--- src/rtl/cop_regs_pkg.sv ---
package cop_regs_pkg;

  localparam int REG_CTRL = 0;
  localparam int REG_STAT = 1;
  localparam int REG_PTR  = 2;

  localparam int FLAG_STOP = 0;
  localparam int FLAG_ERR  = 1;
  localparam int N_EVT     = 2;
  localparam int CTRL_W    = 5;

  typedef struct packed {
    logic err_en;
    logic stop_en;
    logic load;
    logic init;
    logic run;
  } ctrl_t;

  // Next control value for a host write, applying the load/run lock.
  function automatic ctrl_t ctrl_after_write(ctrl_t cur, logic [CTRL_W-1:0] wd);
    ctrl_t n;
    n      = ctrl_t'(wd);
    n.load = wd[2] & ~cur.run;
    n.run  = wd[0] & ~cur.load & ~n.load;
    return n;
  endfunction

  // Any enabled event flag pending.
  function automatic logic event_pending(logic [N_EVT-1:0] flg, ctrl_t c);
    return (flg[FLAG_ERR] & c.err_en) | (flg[FLAG_STOP] & c.stop_en);
  endfunction

endpackage

--- src/rtl/cop_ctrl_reg.sv ---
module cop_ctrl_reg
  import cop_regs_pkg::*;
#(
  parameter int DATA_W = 8
) (
  input  logic              clk,
  input  logic              rst_n,
  input  logic              wr_ctrl,
  input  logic              wr_ptr,
  input  logic [DATA_W-1:0] wdata,
  input  logic              stop_hw_clr,
  output ctrl_t             ctrl_q,
  output logic [DATA_W-1:0] ptr_q
);

  ctrl_t ctrl_d;

  always_comb begin
    ctrl_d = ctrl_q;
    if (wr_ctrl) ctrl_d = ctrl_after_write(ctrl_q, wdata[CTRL_W-1:0]);
    if (stop_hw_clr) ctrl_d.run = 1'b0;
  end

  always_ff @(posedge clk or negedge rst_n) begin
    if (!rst_n) begin
      ctrl_q <= '0;
      ptr_q  <= '0;
    end else begin
      ctrl_q <= ctrl_d;
      if (wr_ptr) ptr_q <= wdata;
    end
  end

endmodule

--- src/rtl/cop_status_flags.sv ---
module cop_status_flags #(
  parameter int NUM = 2
) (
  input  logic           clk,
  input  logic           rst_n,
  input  logic [NUM-1:0] evt,
  input  logic           rd_clr,
  output logic [NUM-1:0] flags
);

  for (genvar i = 0; i < NUM; i++) begin : g_flag
    logic q;
    always_ff @(posedge clk or negedge rst_n) begin
      if (!rst_n) q <= 1'b0;
      else        q <= evt[i] | (q & ~rd_clr);
    end
    assign flags[i] = q;
  end

endmodule

--- src/rtl/cop_irq_out.sv ---
module cop_irq_out
  import cop_regs_pkg::*;
(
  input  logic [N_EVT-1:0] flags,
  input  ctrl_t            ctrl,
  input  logic             cpu_imask,
  output logic             irq,
  output logic             wake
);

  logic pend;

  assign pend = event_pending(flags, ctrl);
  assign irq  = pend & ~cpu_imask;
  assign wake = pend;

endmodule

--- src/rtl/xfer_cop_regs.sv ---
module xfer_cop_regs
  import cop_regs_pkg::*;
#(
  parameter int DATA_W = 8,
  parameter int ADDR_W = 2
) (
  input  logic              clk,
  input  logic              rst_n,
  input  logic [ADDR_W-1:0] bus_addr,
  input  logic              bus_wr,
  input  logic              bus_rd,
  input  logic [DATA_W-1:0] bus_wdata,
  output logic [DATA_W-1:0] bus_rdata,
  input  logic              evt_err,
  input  logic              evt_stop,
  input  logic              cpu_imask,
  input  logic              ram_wr_in,
  output logic              ram_wr_out,
  output logic [DATA_W-1:0] pc_o,
  output logic              pc_load_o,
  output logic              run_o,
  output logic              irq,
  output logic              wake
);

  localparam logic [ADDR_W-1:0] A_CTRL = ADDR_W'(REG_CTRL);
  localparam logic [ADDR_W-1:0] A_STAT = ADDR_W'(REG_STAT);
  localparam logic [ADDR_W-1:0] A_PTR  = ADDR_W'(REG_PTR);

  logic              wr_ctrl, wr_ptr, rd_stat;
  ctrl_t             ctrl_q;
  logic [DATA_W-1:0] ptr_q;
  logic [N_EVT-1:0]  evt_vec, flags;

  assign wr_ctrl = bus_wr & (bus_addr == A_CTRL);
  assign wr_ptr  = bus_wr & (bus_addr == A_PTR);
  assign rd_stat = bus_rd & (bus_addr == A_STAT);

  always_comb begin
    evt_vec            = '0;
    evt_vec[FLAG_ERR]  = evt_err;
    evt_vec[FLAG_STOP] = evt_stop;
  end

  cop_ctrl_reg #(.DATA_W(DATA_W)) u_ctrl (
    .clk(clk), .rst_n(rst_n), .wr_ctrl(wr_ctrl), .wr_ptr(wr_ptr),
    .wdata(bus_wdata), .stop_hw_clr(evt_stop), .ctrl_q(ctrl_q), .ptr_q(ptr_q)
  );

  cop_status_flags #(.NUM(N_EVT)) u_flags (
    .clk(clk), .rst_n(rst_n), .evt(evt_vec), .rd_clr(rd_stat), .flags(flags)
  );

  cop_irq_out u_irq (
    .flags(flags), .ctrl(ctrl_q), .cpu_imask(cpu_imask), .irq(irq), .wake(wake)
  );

  always_comb begin
    bus_rdata = '0;
    unique case (bus_addr)
      A_CTRL:  bus_rdata = DATA_W'(ctrl_q);
      A_STAT:  bus_rdata = DATA_W'(flags);
      default: bus_rdata = '0;
    endcase
  end

  assign ram_wr_out = ram_wr_in & ctrl_q.load;
  assign pc_load_o  = ctrl_q.init;
  assign pc_o       = ctrl_q.init ? ptr_q : '0;
  assign run_o      = ctrl_q.run;

endmodule

--- config.mk ---
export PLATFORM = sky130hd
export DESIGN_NAME = xfer_cop_regs
export DESIGN_NICKNAME = d
export VERILOG_FILES = /design/src/rtl/cop_regs_pkg.sv /design/src/rtl/cop_ctrl_reg.sv /design/src/rtl/cop_status_flags.sv /design/src/rtl/cop_irq_out.sv /design/src/rtl/xfer_cop_regs.sv
export SDC_FILE = /design/constraint.sdc
export NUM_CORES = 1
export LEC_CHECK = 0
export CAP_MARGIN = 0
export CORE_MARGIN = 2
export CORE_UTILIZATION = 41
export CTS_CLUSTER_DIAMETER = 150
export DETAILED_ROUTE_END_ITERATION = 7
export HOLD_SLACK_MARGIN = 0.05
export PLACE_DENSITY = 0.83
export REMOVE_ABC_BUFFERS = 1
export SLEW_MARGIN = 40
export SYNTH_ARGS = -nofsm -noshare
export SYNTH_HDL_FRONTEND = slang
export SYNTH_SLANG_ARGS = --single-unit
--- constraint.sdc ---
create_clock -name clk -period 2.9 [get_ports clk]
set_clock_uncertainty 0.1 [all_clocks]
set_input_delay 0.58 -clock clk [delete_from_list [all_inputs] [get_ports clk]]
set_output_delay 0.58 -clock clk [all_outputs]
set_load 0.01 [all_outputs]
==> flow_summary.yaml, run 1 <==
synthesis:
  syn-cell-area_sq_um: 753
  async_reset_ff_share_pct: 100
  synth.avg_cell_area_sq_um: 12.3
  ys_ff_latch: 15
  ys_types: 17
  yosysWarnings: 0
  synth_area_leader_cell: "dfrtp_1"
  yosys-top-cells-area: "dfrtp_1, mux2_2, and2_1"
  syn-instance-count: 61
  synth_flop_cell: "dfrtp_1"
  synth_top_area_share_pct: 49.8
  synth_common_cells: "dfrtp_1, and2_1, mux2_2"
  synth_seq_area_share_pct: 49.8
  synth_edf_count: 0
  yosys.cell_count.top_type: "dfrtp_1"
clock_tree:
  cts_buffers: 3
  clk_latency_ns: 0.28
  htree_levels: 1
  clkTransAtPathRegs_ns: 0.08
  cts_setup_buffers: 0
  clock_path_buffers: 2
  tritoncts: "yes"
  cts_sinks: 15
  cts_resized: 0
  ctsHoldBuffers: 0
  cts_root_buf: "clkbuf_4"
placed_design:
  place.gp.congestion: 0.849
  io_buffers: 35
  place_ws_ns: 0.206
status:
  status: "complete, no violations"
cells_and_area:
  fillers: 149
  final_util_pct: 66.2
  drive_above_1_share_pct: 18.2
  fin_nets: 118
  diodes: 0
  areaGrowthSynthToFinish_pct: 51.7
route:
  ant_nets: 0
  drcViolationCount: 0
  via_count: 598
  via_per_inst: 4.82
  firstDrtPassIters: 4
  wirelength_um: 1650
  wl_per_cell_um: 13.3
  drt_iter0_markers: 6
worst_hold_path:
  hp-class: "reg2reg"
  whs_endpoint: "u_ctrl.ptr_q[1]"
  min_from: "u_ctrl.ptr_q[1]"
  hold_path_depth: 1
floorplanning:
  start_util_pct: 43.6
  dieWidth_um: 46.9
  dieArea_sq_um: 2200
  die_h_um: 46.9
  fp.coreArea_sq_um: 1730
  ios: 39
  row_count: 15
critical_path:
  crit_required_ns: 2.22
  path_delay_family: "buffers and inverters"
  cp_cell_sequence: "clkdlybuf4s50_1 > nor2_1 > and2_1 > clkdlybuf4s50_1"
  arrival_ns: 2.00
  slowest_delay_ns: 0.54
  worst-path-buf-inv: 2
  end_kind: "output port"
  cpMostUsedCell: "clkdlybuf4s50_1"
  cp_max_fo: 7
  timing.rr.start: "u_ctrl.ctrl_q[2]"
  worstRegToRegCells: 2
  r2r_slack_ns: 1.88
  start_kind: "primary input"
  path_class: "in2out"
  cp_slowest_cell: "clkdlybuf4s50_1"
  reg2reg_to: "u_ctrl.ctrl_q[0]"
pwr:
  p_per_area_nw_per_um2: 504
  vdd_drop_max_uv: 308
  p_total_w: 0.000576
  p_leak_nw: 0.465
timing:
  hold_viol: 0
  tightest_slew_ns: 0.641
  relSlewSlack_pct: 57.2
  rsz0062_at_grt: "false"
  period_share_pct: 92.4
  tns_ns: 0
  worst_slack_ns: 0.221
  slew_viol_final: 0
  setup_viol: 0
  period_needed_ns: 2.68
  max_freq_mhz: 373
global_route:
  grt_pass1_wl_um: 2570
  grt_max_degree: 16
  grt_pass1_vias: 552
  grt_antenna_before_repair: 0
  track_usage_pct: 18.0
  grt-ovfl-total: 0
flow_run:
  maxCapViolations: 0
[sequential cells by signal (all words and copies together), names as in the netlist]
| signal | flops |
|---|---|
| u_ctrl.ctrl_q | 5 |
| u_flags.g_flag.q | 2 |
| u_ctrl.ptr_q | 8 |
[metrics by stage]
stage | hold WS (ns) | area [sq um] | cells
2_1_floorplan | 0.184 | 727 | 59
3_3_place_gp | 0.379 | 1120 | 120
3_5_place_dp | 0.386 | 1120 | 120
4_1_cts | 0.407 | 1140 | 124
5_1_grt | 0.425 | 1140 | 124
6_report | 0.404 | 1140 | 124
[how the worst max path moves through the flow]
stage               slack, ns   startpoint            to  cells past startpoint
floorplan                1.35  bus_addr[1]  bus_rdata[2]                      2
global placement         0.24  bus_addr[0]  bus_rdata[3]                      4
detailed placement       0.21  bus_addr[0]  bus_rdata[4]                      4
CTS                      0.21  bus_addr[0]  bus_rdata[4]                      4
global route             0.12  bus_addr[0]  bus_rdata[4]                      4
finish                   0.22  bus_addr[0]  bus_rdata[4]                      4
[layer usage]
| metal | vias to the layer above | GRT usage (%) | share of wire, % |
|---|---|---|---|
| li1 | 280 | - | - |
| met2 | 22 | 27.7 | 50 |
| met5 | - | 0 | 0 |
| met1 | 292 | 19.8 | 41 |
| met4 | 0 | 13.9 | 2.3 |
| met3 | 4 | 7.31 | 6.3 |
[kinds of logic (layout without fill, tap and decap cells)]
| family | count (synthesis) | count (layout) | share of synthesized area [%] |
|---|---|---|---|
| muxes | 14 | 14 | 20.6 |
| DFF | 15 | 15 | 49.8 |
| AOI/OAI and AO/OA | 4 | 4 | 5.15 |
| other | 1 | 3 | 0.498 |
| and+or+nand+nor | 22 | 22 | 18.9 |
| buffers and inverters | 5 | 41 | 4.98 |
[cell usage in the layout, fill, tap and decap left out, drive strengths merged, types with 2 or more instances in the layout]
cell type and n:
a21o 2, and2 12, clkbuf 4, clkdlybuf4s50 35, conb 3, dfrtp 15, mux2 12, mux2i 2
nand3b 2, nor2 3, nor2b 2
[final cells by class]
type                    instances  area, sq um  share of cell area [%]
flip-flops and latches         15          375                    32.9
repair buffers                 36          358                    31.3
multi-input cells              43          348                    30.4
well taps                      25         31.3                    2.74
clock buffers                   4         26.3                    2.30
inverters                       1         3.75                   0.329
[power breakdown]
| group | switching (W) | total, W | internal, W |
|---|---|---|---|
| combinational | 0.0000656 | 0.000191 | 0.000125 |
| sequential | 0.0000241 | 0.000267 | 0.000243 |
| clock | 0.0000647 | 0.000118 | 0.0000535 |
[worst reg2reg max path: cells and delay by family, from the launching register on]
| family | cells | cell delay, ns |
|---|---|---|
| flops | 1 | 0.41 |
| compound gates | 1 | 0.26 |
| simple gates | 1 | 0.17 |
(Power assumes the default switching activity.)
==> run 2: changes to the inputs <==
--- a/config.mk
+++ b/config.mk
@@ -5,7 +5,7 @@
 export SDC_FILE = /design/constraint.sdc
 export NUM_CORES = 1
 export LEC_CHECK = 0
-export CAP_MARGIN = 0
+export CAP_MARGIN = 15
 export CORE_MARGIN = 2
 export CORE_UTILIZATION = 41
 export CTS_CLUSTER_DIAMETER = 150
@@ -13,7 +13,7 @@
 export HOLD_SLACK_MARGIN = 0.05
 export PLACE_DENSITY = 0.83
 export REMOVE_ABC_BUFFERS = 1
-export SLEW_MARGIN = 40
 export SYNTH_ARGS = -nofsm -noshare
 export SYNTH_HDL_FRONTEND = slang
 export SYNTH_SLANG_ARGS = --single-unit
+export TNS_END_PERCENT = 20
==> results of run 2 <==
Same layout as run 1: the final DEF is identical, and so are final timing and power.
